===== config.mk =====
export PLATFORM = sky130hd
export DESIGN_NAME = cache_2way_wb
export DESIGN_NICKNAME = d
export VERILOG_FILES = /design/src/rtl/cache_pkg.sv /design/src/rtl/cache_tag_store.sv /design/src/rtl/cache_data_store.sv /design/src/rtl/cache_ctrl.sv /design/src/rtl/cache_2way_wb.sv
export SDC_FILE = /design/constraint.sdc
export NUM_CORES = 2
export LEC_CHECK = 0
export ABC_AREA = 1
export BUFFER_PORTS_ARGS = -buffer_cell sky130_fd_sc_hd__buf_2
export CAP_MARGIN = 20
export CORE_UTILIZATION = 30
export CTS_CLUSTER_DIAMETER = 80
export DETAILED_ROUTE_END_ITERATION = 12
export PLACE_DENSITY_LB_ADDON = 0.05
export SYNTH_ARGS = -nofsm -noshare
export SYNTH_HDL_FRONTEND = slang
export SYNTH_SLANG_ARGS = --single-unit

===== constraint.sdc =====
create_clock -name clk -period 4.2 [get_ports clk]
set_input_delay 0.42 -clock clk [delete_from_list [all_inputs] [get_ports clk]]
set_output_delay 0.42 -clock clk [all_outputs]
set_load 0.01 [all_outputs]

===== src/rtl/cache_pkg.sv =====
package cache_pkg;

  typedef enum logic [1:0] {
    CS_IDLE  = 2'd0,
    CS_FLUSH = 2'd1,
    CS_FETCH = 2'd2
  } cstate_e;

  // after touching a way, the other way becomes the replacement candidate
  function automatic logic lru_after(input logic way);
    return ~way;
  endfunction

endpackage


===== src/rtl/cache_tag_store.sv =====
module cache_tag_store
  import cache_pkg::*;
#(
  parameter int TAG_W = 26,
  parameter int SETS  = 4,
  localparam int SET_W = $clog2(SETS)
) (
  input  logic             clk,
  input  logic             rst,
  input  logic [SET_W-1:0] lk_set,
  input  logic [TAG_W-1:0] lk_tag,
  output logic             hit,
  output logic             hit_way,
  output logic             vict_way,
  output logic             vict_dirty,
  output logic [TAG_W-1:0] vict_tag,
  input  logic [SET_W-1:0] upd_set,
  input  logic             touch_en,
  input  logic             touch_way,
  input  logic             dirty_en,
  input  logic             fill_en,
  input  logic             fill_way,
  input  logic [TAG_W-1:0] fill_tag
);

  logic [1:0]       match;
  logic [1:0]       vld_rd;
  logic [1:0]       dty_rd;
  logic [TAG_W-1:0] tag_rd [2];
  logic [SETS-1:0]  lru_q;

  for (genvar w = 0; w < 2; w++) begin : g_way
    logic [TAG_W-1:0] tag_q [SETS];
    logic [SETS-1:0]  vld_q;
    logic [SETS-1:0]  dty_q;

    always_ff @(posedge clk) begin
      if (rst) begin
        vld_q <= '0;
        dty_q <= '0;
      end else if (fill_en && (fill_way == 1'(w))) begin
        tag_q[upd_set] <= fill_tag;
        vld_q[upd_set] <= 1'b1;
        dty_q[upd_set] <= 1'b0;
      end else if (dirty_en && (touch_way == 1'(w))) begin
        dty_q[upd_set] <= 1'b1;
      end
    end

    assign vld_rd[w] = vld_q[lk_set];
    assign dty_rd[w] = dty_q[lk_set];
    assign tag_rd[w] = tag_q[lk_set];
    assign match[w]  = vld_q[lk_set] && (tag_q[lk_set] == lk_tag);


    fill_valid_chk: assert property (@(posedge clk) disable iff (rst)
      (fill_en && fill_way == 1'(w)) |=> (vld_q[$past(upd_set)] && !dty_q[$past(upd_set)]));
  end

  assign hit     = |match;
  assign hit_way = match[1];

  always_comb begin
    if (!vld_rd[0])      vict_way = 1'b0;
    else if (!vld_rd[1]) vict_way = 1'b1;
    else                 vict_way = lru_q[lk_set];
  end

  assign vict_dirty = vld_rd[vict_way] && dty_rd[vict_way];
  assign vict_tag   = tag_rd[vict_way];

  always_ff @(posedge clk) begin
    if (rst) begin
      lru_q <= '0;
    end else if (fill_en) begin
      lru_q[upd_set] <= lru_after(fill_way);
    end else if (touch_en) begin
      lru_q[upd_set] <= lru_after(touch_way);
    end
  end


  vict_invalid_first_chk: assert property (@(posedge clk) disable iff (rst)
    !(vld_rd[0] && vld_rd[1]) |-> !vld_rd[vict_way]);


  single_match_chk: assert property (@(posedge clk) disable iff (rst)
    !(match[0] && match[1]));

endmodule


===== src/rtl/cache_data_store.sv =====
module cache_data_store #(
  parameter int WORD_W = 32,
  parameter int WPL    = 4,
  parameter int SETS   = 4,
  localparam int SET_W  = $clog2(SETS),
  localparam int OFF_W  = $clog2(WPL),
  localparam int LINE_W = WORD_W * WPL
) (
  input  logic              clk,
  input  logic              rst,
  input  logic [SET_W-1:0]  rd_set,
  input  logic              rd_way,
  input  logic [OFF_W-1:0]  rd_off,
  output logic [WORD_W-1:0] rd_word,
  input  logic [SET_W-1:0]  wb_set,
  input  logic              wb_way,
  output logic [LINE_W-1:0] wb_line,
  input  logic [SET_W-1:0]  wr_set,
  input  logic              word_we,
  input  logic              word_way,
  input  logic [OFF_W-1:0]  word_off,
  input  logic [WORD_W-1:0] word_data,
  input  logic              line_we,
  input  logic              line_way,
  input  logic [LINE_W-1:0] line_data
);

  logic [LINE_W-1:0] rd_line [2];
  logic [LINE_W-1:0] wb_rd   [2];
  logic [WORD_W-1:0] lanes   [WPL];

  for (genvar w = 0; w < 2; w++) begin : g_way
    logic [LINE_W-1:0] line_q [SETS];

    for (genvar k = 0; k < WPL; k++) begin : g_lane
      always_ff @(posedge clk) begin
        if (line_we && (line_way == 1'(w))) begin
          line_q[wr_set][k*WORD_W +: WORD_W] <= line_data[k*WORD_W +: WORD_W];
        end else if (word_we && (word_way == 1'(w)) && (word_off == OFF_W'(k))) begin
          line_q[wr_set][k*WORD_W +: WORD_W] <= word_data;
        end
      end
    end

    assign rd_line[w] = line_q[rd_set];
    assign wb_rd[w]   = line_q[wb_set];


    fill_store_chk: assert property (@(posedge clk) disable iff (rst)
      (line_we && line_way == 1'(w)) |=> (line_q[$past(wr_set)] == $past(line_data)));
  end

  for (genvar k = 0; k < WPL; k++) begin : g_pick
    assign lanes[k] = rd_line[rd_way][k*WORD_W +: WORD_W];
  end

  assign rd_word = lanes[rd_off];
  assign wb_line = wb_rd[wb_way];


  one_writer_chk: assert property (@(posedge clk) disable iff (rst)
    !(line_we && word_we));

endmodule


===== src/rtl/cache_ctrl.sv =====
module cache_ctrl
  import cache_pkg::*;
(
  input  logic clk,
  input  logic rst,
  input  logic req_rd,
  input  logic req_wr,
  input  logic hit,
  input  logic vict_dirty,
  input  logic line_ack,
  output logic idle,
  output logic stall,
  output logic line_rd,
  output logic line_wr,
  output logic capture,
  output logic fill_en,
  output logic acc_ok
);

  cstate_e state_q, state_d;
  logic    req;

  assign req = req_rd || req_wr;

  always_comb begin
    state_d = state_q;
    stall   = 1'b0;
    line_rd = 1'b0;
    line_wr = 1'b0;
    capture = 1'b0;
    fill_en = 1'b0;
    acc_ok  = 1'b0;
    unique case (state_q)
      CS_IDLE: begin
        if (req && hit) begin
          acc_ok = 1'b1;
        end else if (req) begin
          stall   = 1'b1;
          capture = 1'b1;
          state_d = vict_dirty ? CS_FLUSH : CS_FETCH;
        end
      end
      CS_FLUSH: begin
        stall   = 1'b1;
        line_wr = 1'b1;
        if (line_ack) state_d = CS_FETCH;
      end
      CS_FETCH: begin
        stall   = 1'b1;
        line_rd = 1'b1;
        if (line_ack) begin
          fill_en = 1'b1;
          state_d = CS_IDLE;
        end
      end
      default: state_d = CS_IDLE;
    endcase
  end

  always_ff @(posedge clk) begin
    if (rst) state_q <= CS_IDLE;
    else     state_q <= state_d;
  end

  assign idle = (state_q == CS_IDLE);


  no_dual_req_chk: assert property (@(posedge clk) disable iff (rst)
    !(line_rd && line_wr));


  fetch_hold_chk: assert property (@(posedge clk) disable iff (rst)
    (line_rd && !line_ack) |=> line_rd);


  flush_hold_chk: assert property (@(posedge clk) disable iff (rst)
    (line_wr && !line_ack) |=> line_wr);


  flush_then_fetch_chk: assert property (@(posedge clk) disable iff (rst)
    (line_wr && line_ack) |=> line_rd);


  reset_quiet_chk: assert property (@(posedge clk) disable iff (rst)
    $past(rst) |-> (!line_rd && !line_wr));


  mem_busy_stall_chk: assert property (@(posedge clk) disable iff (rst)
    (line_rd || line_wr) |-> stall);

endmodule


===== src/rtl/cache_2way_wb.sv =====
module cache_2way_wb
  import cache_pkg::*;
#(
  parameter int ADDR_W = 30,
  parameter int WORD_W = 32,
  parameter int WPL    = 4,
  parameter int SETS   = 4,
  localparam int OFF_W   = $clog2(WPL),
  localparam int SET_W   = $clog2(SETS),
  localparam int LADDR_W = ADDR_W - OFF_W,
  localparam int TAG_W   = LADDR_W - SET_W,
  localparam int LINE_W  = WORD_W * WPL
) (
  input  logic               clk,
  input  logic               rst,
  input  logic               cpu_rd,
  input  logic               cpu_wr,
  input  logic [ADDR_W-1:0]  cpu_addr,
  input  logic [WORD_W-1:0]  cpu_wdata,
  output logic [WORD_W-1:0]  cpu_rdata,
  output logic               cpu_stall,
  output logic               line_rd,
  output logic               line_wr,
  output logic [LADDR_W-1:0] line_addr,
  output logic [LINE_W-1:0]  line_wdata,
  input  logic [LINE_W-1:0]  line_rdata,
  input  logic               line_ack
);

  logic [OFF_W-1:0]   cpu_off;
  logic [SET_W-1:0]   cpu_set;
  logic [TAG_W-1:0]   cpu_tag;
  logic               hit, hit_way, vict_way, vict_dirty;
  logic [TAG_W-1:0]   vict_tag;
  logic               idle, capture, fill_en, acc_ok;
  logic [LADDR_W-1:0] miss_laddr_q;
  logic               vict_way_q;
  logic [TAG_W-1:0]   vict_tag_q;
  logic [SET_W-1:0]   miss_set;
  logic [SET_W-1:0]   upd_set;

  assign cpu_off  = cpu_addr[OFF_W-1:0];
  assign cpu_set  = cpu_addr[OFF_W +: SET_W];
  assign cpu_tag  = cpu_addr[ADDR_W-1 -: TAG_W];
  assign miss_set = miss_laddr_q[SET_W-1:0];
  assign upd_set  = fill_en ? miss_set : cpu_set;

  always_ff @(posedge clk) begin
    if (rst) begin
      miss_laddr_q <= '0;
      vict_way_q   <= 1'b0;
      vict_tag_q   <= '0;
    end else if (capture) begin
      miss_laddr_q <= cpu_addr[ADDR_W-1:OFF_W];
      vict_way_q   <= vict_way;
      vict_tag_q   <= vict_tag;
    end
  end

  cache_ctrl u_ctrl (
    .clk        (clk),
    .rst        (rst),
    .req_rd     (cpu_rd),
    .req_wr     (cpu_wr),
    .hit        (hit),
    .vict_dirty (vict_dirty),
    .line_ack   (line_ack),
    .idle       (idle),
    .stall      (cpu_stall),
    .line_rd    (line_rd),
    .line_wr    (line_wr),
    .capture    (capture),
    .fill_en    (fill_en),
    .acc_ok     (acc_ok)
  );

  cache_tag_store #(.TAG_W(TAG_W), .SETS(SETS)) u_tags (
    .clk        (clk),
    .rst        (rst),
    .lk_set     (cpu_set),
    .lk_tag     (cpu_tag),
    .hit        (hit),
    .hit_way    (hit_way),
    .vict_way   (vict_way),
    .vict_dirty (vict_dirty),
    .vict_tag   (vict_tag),
    .upd_set    (upd_set),
    .touch_en   (acc_ok),
    .touch_way  (hit_way),
    .dirty_en   (acc_ok && cpu_wr),
    .fill_en    (fill_en),
    .fill_way   (vict_way_q),
    .fill_tag   (miss_laddr_q[LADDR_W-1:SET_W])
  );

  cache_data_store #(.WORD_W(WORD_W), .WPL(WPL), .SETS(SETS)) u_data (
    .clk       (clk),
    .rst       (rst),
    .rd_set    (cpu_set),
    .rd_way    (hit_way),
    .rd_off    (cpu_off),
    .rd_word   (cpu_rdata),
    .wb_set    (miss_set),
    .wb_way    (vict_way_q),
    .wb_line   (line_wdata),
    .wr_set    (upd_set),
    .word_we   (acc_ok && cpu_wr),
    .word_way  (hit_way),
    .word_off  (cpu_off),
    .word_data (cpu_wdata),
    .line_we   (fill_en),
    .line_way  (vict_way_q),
    .line_data (line_rdata)
  );

  assign line_addr = line_wr ? {vict_tag_q, miss_set} : miss_laddr_q;


  rd_hit_nostall_chk: assert property (@(posedge clk) disable iff (rst)
    (idle && cpu_rd && hit) |-> !cpu_stall);


  miss_stall_chk: assert property (@(posedge clk) disable iff (rst)
    (idle && (cpu_rd || cpu_wr) && !hit) |-> cpu_stall);


  fetch_addr_chk: assert property (@(posedge clk) disable iff (rst)
    line_rd |-> (line_addr == miss_laddr_q));


  addr_steady_chk: assert property (@(posedge clk) disable iff (rst)
    ((line_rd || line_wr) && !line_ack) |=> $stable(line_addr));

endmodule


# ---- Word level (Yosys, flattened, before mapping)
# Memories as Yosys holds them, arrays and structs flattened. A register that Yosys moved wholly into a read port is not among the register bits.
# Index checks and enable logic that the tools add are counted.
dict set report word_totals {
  output_inout_bits 191
  in_bits 195
  mem_count 4
  wordCells 180
  reg_bits 77
  mem_bits_rw 1232
}
dict set report op_classes {
  n_reduce_logical 27
  order_cmp 8
  eq_ne 11
  n_bitwise 21
  mux 100
}
# name words word_bits read_ports rd_clocked_by_memory_dff write_ports line_no
set mem_list {}
lappend mem_list {{u_data.g_way[0].line_q} 4 128 2 1 1 cache_data_store.sv:33} ;# logic [LINE_W-1:0] line_q [SETS];
lappend mem_list {{u_data.g_way[1].line_q} 4 128 2 1 1 cache_data_store.sv:33}
lappend mem_list {{u_tags.g_way[0].tag_q} 4 26 1 0 1 cache_tag_store.sv:33} ;# logic [TAG_W-1:0] tag_q [SETS];
lappend mem_list {{u_tags.g_way[1].tag_q} 4 26 1 0 1 cache_tag_store.sv:33}
# operator n
set op_table {}
lappend op_table {{2-to-1 mux 128 bit} 6}
lappend op_table {{2-to-1 mux 32 bit} 10}
lappend op_table {{2-to-1 mux 26 bit} 3}
lappend op_table {{binary-select mux 32 bit (select 2 bit)} 1}
lappend op_table {{2-to-1 mux 1 bit} 53}
lappend op_table {{== test 26 bit} 2}
lappend op_table {{2-to-1 mux 28 bit} 1}
lappend op_table {{2-to-1 mux 4 bit} 6}
lappend op_table {{2-to-1 mux 2 bit} 10}
lappend op_table {{logical AND 1 bit} 18}
lappend op_table {{OR 4 bit} 4}
lappend op_table {{binary-select mux 1 bit (select 2 bit)} 5}
lappend op_table {{bitwise AND 4 bit} 2}
lappend op_table {{bitwise mux 4 bit} 2}
lappend op_table {{OR 1 bit} 8}
lappend op_table {{== test 2 bit, second input constant} 3}
lappend op_table {{>= comparator 2 bit, second input constant} 3}
lappend op_table {{less-than comparator 2 x 3 -> 1 bit, second input constant} 2}
lappend op_table {{!= test 2 bit, second input constant} 3}
lappend op_table {{NOT 1 -> 2 bit} 3}
lappend op_table {{case mux 2 bit (3 select lines)} 1}
lappend op_table {{nonzero test 2 bit} 3}
lappend op_table {{== test 2 x 1 -> 1 bit, second input constant} 2}
lappend op_table {{logical NOT 2 bit} 2}
lappend op_table {{12 further kinds} 14}

# ---- Logic depth before layout (Yosys ltp)
dict set report depth {
  depth_word 14
  mapped_depth 20
  mapped_depth_nobuf 18
}

# ---- Modules after synthesis
# From an unflattened synthesis, not the netlist that was laid out.
dict set report hier_totals {
  hier_cells 7615
  area_unflattened_um2 65878.2
}
# module cells_per_inst seq_area_each_um2 instances area_each_um2
set by_module_without_submodules {}
lappend by_module_without_submodules {cache_data_store 6112 30749.5 1 52795.6}
lappend by_module_without_submodules {cache_tag_store 1020 6646.4 1 10116.0}
lappend by_module_without_submodules {cache_2way_wb 440 1101.1 1 2686.3}
lappend by_module_without_submodules {cache_ctrl 43 40.0 1 280.3}

# ---- Least setup slack after synthesis
# Ideal clock, no wire load.
dict set report synth_timing {
  path_type {input to register}
  start {in cpu_addr[2]}
  end {mem u_data.g_way[1].line_q[2][0] in the netlist's numbering (enable)}
  path_slack_ns 0.099
  n_path_buf 3
  stages 10
  arrival_ns 3.669
  t_required_ns 3.768
  path_cell_list {inv_2 -> buf_2 -> clkbuf_1 -> clkbuf_1 -> nand2_1 -> o21ai_0 -> inv_1 -> nor2_1 -> clkinv_1 -> a21oi_1}
}
dict set report synth_via {
  elab_chain_len 14
}
# item line_no
set synth_lines {}
lappend synth_lines {{start: declaration} cache_2way_wb.sv:18} ;# input logic [ADDR_W-1:0] cpu_addr,
lappend synth_lines {{memory read (4 x 26 bit) or binary-select mux 1 bit (select 2 bit) (tied branches)} --}
lappend synth_lines {{== test 26 bit or 2-to-1 mux 1 bit (tied branches)} cache_tag_store.sv:53} ;# assign match[w] = vld_q[lk_set] && (tag_q[lk_set] == lk_tag);
lappend synth_lines {{logical AND 1 bit} cache_tag_store.sv:53}
lappend synth_lines {{OR reduction 2 bit} cache_tag_store.sv:60} ;# assign hit = |match;
lappend synth_lines {{logical AND 1 bit} cache_ctrl.sv:35} ;# if (req && hit) begin
lappend synth_lines {{2-to-1 mux 1 bit} cache_ctrl.sv:35}
lappend synth_lines {{2-to-1 mux 1 bit} cache_ctrl.sv:33} ;# unique case (state_q)
lappend synth_lines {{logical AND 1 bit} cache_2way_wb.sv:107} ;# .word_we (acc_ok && cpu_wr),
lappend synth_lines {{logical AND 1 bit (2 in series)} cache_data_store.sv:39} ;# end else if (word_we && (word_way == 1'(w)) && (word_off == OFF_W'(k))) begin
lappend synth_lines {{2-to-1 mux 1 bit} cache_data_store.sv:39}
lappend synth_lines {{2-to-1 mux 1 bit} cache_data_store.sv:37} ;# if (line_we && (line_way == 1'(w))) begin
lappend synth_lines {{2-to-1 mux 1 bit (implied by the code)} cache_data_store.sv:40} ;# line_q[wr_set][k*WORD_W +: WORD_W] <= word_data;
lappend synth_lines {{OR 1 bit (no source line)} --}
lappend synth_lines {{end: declaration} cache_data_store.sv:33}
# Several ways; a longest one is shown, not always the timed one. The select of a mux whose other input is x is not followed.

# ---- Worst setup path after layout
dict set report layout_timing {
  start {mem u_tags.g_way[1].tag_q[3][11]}
  end {out cpu_rdata[1]}
}
dict set report layout_via {
  elab_chain_len 10
}
# item line_no
set layout_lines {}
lappend layout_lines {{start: declaration} cache_tag_store.sv:33}
lappend layout_lines {{memory read (4 x 26 bit)} --}
lappend layout_lines {{== test 26 bit} cache_tag_store.sv:53}
lappend layout_lines {{logical AND 1 bit} cache_tag_store.sv:53}
lappend layout_lines {{NOT 1 -> 2 bit (implied by the code)} cache_data_store.sv:54} ;# assign lanes[k] = rd_line[rd_way][k*WORD_W +: WORD_W];
lappend layout_lines {{2-to-1 mux 128 bit (implied by the code) (3 in series)} cache_data_store.sv:54}
lappend layout_lines {{binary-select mux 32 bit (select 2 bit)} cache_data_store.sv:57} ;# assign rd_word = lanes[rd_off];
lappend layout_lines {{2-to-1 mux 32 bit (implied by the code) (2 in series)} cache_data_store.sv:57}
lappend layout_lines {{end: declaration} cache_2way_wb.sv:20} ;# output logic [WORD_W-1:0] cpu_rdata,
# No other way between the ends. The select of a mux whose other input is x is not followed.

==> qor.txt <==
maximum clock path buffer count -> 3
largest area contributor in the netlist -> edfxtp_1
synth top area cells -> edfxtp_1 (57%), o21ai_0 (8.6%), nand2_1 (6.6%), a21oi_1 (6.2%), nand3_1 (5.4%)
first-pass GRT wire length -> 441100 um
CP max stage delay -> 0.34 ns
final setup fails -> 0
final hold vios -> 0
Arrival @ worst endpoint -> 3.70 ns
# DRC -> 0
latest clock arrival within the worst-skew pair -> 0.83 ns
gate count of the mapped netlist -> 7069
most frequent CP cell -> nand2_1
initial antenna violation count -> 44
EDFF count, synth -> 1232
Syn-to-layout area delta -> 22.63%
post-DR wirelength/cell -> 31.13 um
Yosys cell types -> 32
hpwl dp -> 212200 um
die area -> 217900 um^2
die span in x -> 466.8 um
total power -> 36.94 mW
crit path max fanout -> 7
antenna viol nets, final -> 0
clock slew at reported path FFs -> 0.05 ns
Buffers on Ports -> 385
RePlAce Congestion -> 0.8631
Critical Path, Cell by Cell -> nand2_1, nand3_1, nand2_1, nand2_2, nand2_1, nor2_2, nand2_1, nor2_1, nand2_1, nor2_4, buf_12, buf_16, buf_4, o211ai_1, nand3_1, buf_12, nand4_1, buf_6, buf_2
die height -> 466.8 um
Total GRT Usage -> 29.20%
Lkg Pwr -> 29.52 nW
Overflow after GRT -> 0
crit share post-route -> 98.06%
CP top delay family -> simple AND/OR/NAND/NOR gates
clock root buffer master -> clkbuf_16
outcome -> finished, final reports clean
Synth top area share -> 57.08%
clock sink count -> 1311
layout cells sized above 1 -> 14.17%
H-tree levels -> 4
count leader, synth -> edfxtp_1
most frequent cells after synthesis -> edfxtp_1 (1232), nand2_1 (1136), o21ai_0 (1118), a21oi_1 (798), nand3_1 (693)
critical path class -> reg2out
unrepaired setup endpoints after global routing -> true
final non-filler cell area -> 79480 um^2
Slew Limit Fails -> 0
Vias/cell -> 5.507
Period minus WS final -> 4.119 ns
Warnings, synthesis -> 0
FFs w/ async S/R, synth -> 0%
vias in the first global route -> 53930
total CTS buffers -> 162
critical path's slowest cell -> edfxtp_1
largest net degree at the start of global routing -> 218
Slew @ Worst Pin -> 1.301 ns
Peak Freq -> 242.8 MHz
Layout Nets -> 7710
TritonRoute pass-1 iters -> 6
worst path bufs/invs -> 6
Initial Util -> 30.20%
syn_nets -> 7268
initial DRC count -> 6490
register bit total from synthesis -> 1311
Ports -> 386
CORE AREA -> 214600 um^2
CP Data Required Time -> 3.78 ns
pwr dens -> 464.7 nW/um^2
Peak VDD IR -> 0.4561 mV
DRT Wirelength -> 327200 um
post-synthesis sequential area ratio -> 59.52%
Most used DFF post-synth -> edfxtp_1
Worst Skew -> 0.03395 ns
syn_area_per_cell -> 9.169 um^2
Max-Slew Margin vs Limit -> 13.14%
Worst setup SP type -> flip-flop
routed via count -> 57870
cell area after synthesis -> 64810 um^2
Worst Setup End Kind -> output pin
min-delay worst type -> in2reg
Max-Cap Viols -> 0
CTS tree -> yes
std cell rows -> 170
dpl cell area -> 72630 um^2
==> final timing paths <==
path	cells past startpoint	endpoint	slack [ns]	from
max	19	cpu_rdata[1]	0.08	u_tags.g_way[1].tag_q[3][11]$_DFFE_PP_
min	3	u_data.g_way[0].line_q[0][49]$_DFFE_PP_	0.05	line_rdata[49]
max reg2reg	10	u_data.g_way[1].line_q[1][21]$_DFFE_PP_	0.57	u_ctrl.state_q[0]$_SDFFE_PP0P_
min reg2reg	2	flip-flop	0.44	flip-flop
==> power breakdown <==
group	switching [mW]	internal, mW
Sequential	0.342	14.8
Clock	5.75	7.93
Combinational	5.87	2.21
Total	12.0	25.0
==> sequential cells by signal, indices dropped and copies added (netlist names), named ones only <==
register,cells
u_tags.g_way.tag_q,208
u_tags.lru_q,4
u_ctrl.state_q,2
u_tags.g_way.vld_q,8
u_data.g_way.line_q,1024
vict_way_q,1
vict_tag_q,26
miss_laddr_q,28
==> tightest hold or removal path, stage by stage <==
cell	delay [ns]
buf_2	0.12
nand2_1	0.06
nand2_1	0.12
==> timing repair <==
item	4_1_cts	5_1_grt
gates cloned	4	4
buffers inserted	5	9
pin swaps	4	17
hold buffers	95	0
gates resized for setup	45	41
setup endpoints to repair	26	33
hold endpoints to repair	347	0
==> per-stage QoR <==
step	cells	utilization, %	TNS, ns	worst slack, ns	hold slack [ns]
global placement	10070	33.83	-0.1872	-0.1119	0.4356
floorplan	7069	-	0	0.09942	0.4224
detailed placement	10070	33.84	-0.3227	-0.1574	0.4364
global route	10480	37.00	-0.05565	-0.02415	0.03237
CTS	10460	36.83	0	0.003783	0.001514
finish	10510	37.03	0	0.08140	0.05131
==> cells in the final DEF (no fill, tap or decap), types with 2 or more instances in the layout <==
cell	instances
clkbuf_16	169
o21ai_1	64
edfxtp_1	1232
buf_12	129
a31oi_1	128
clkinv_1	49
buf_8	2
dfxtp_1	76
inv_1	521
nand3_2	42
buf_2	383
inv_2	2
nand2_2	14
bufinv_16	12
buf_16	9
dlygate4sd3_1	95
buf_4	193
a21oi_1	789
dfxtp_4	3
nand2_1	1125
nand4_2	2
and2_1	2
nand3_4	8
clkbuf_1	25
ha_1	3
clkinv_2	27
nor2_2	6
clkinv_8	4
buf_6	4
diode_2	36
inv_8	4
a21oi_4	8
nand4_1	39
inv_6	9
clkbuf_8	2
nand3_1	645
nor2_1	479
o21ai_0	1118
nor2_4	42
o211ai_1	158
==> kinds of logic (layout without fill, tap and decap cells) <==
group           Yosys count  count (layout)  share of synthesized area [%]
compound gates         2270            2270                          18.40
fa+ha+maj                 4               4                        0.07722
buf+inv                1076            1642                          6.394
flops                  1311            1311                          59.52
other cells               0              36                              0
simple gates           2408            2408                          15.61
==> per-layer routing <==
metal	track usage [%]	routed length, um	vias to the layer above
met5	0	38	-
met4	16.63	17640	6
met3	4.528	24230	505
met2	46.27	150500	2820
met1	37.88	134800	28600
li1	-	-	25940
==> area by class of cell <==
class	count	area (um^2)
Clock buffer	192	4250
Tap cell	2838	3551
Sequential cell	1311	38590
Inverter	535	2046
Fill cell	21600	135100
Multi-Input combinational cell	4682	22810
Clock inverter	96	822.0
Antenna cell	36	90.09
Timing Repair Buffer	819	7322
(Power assumes the default switching activity.)
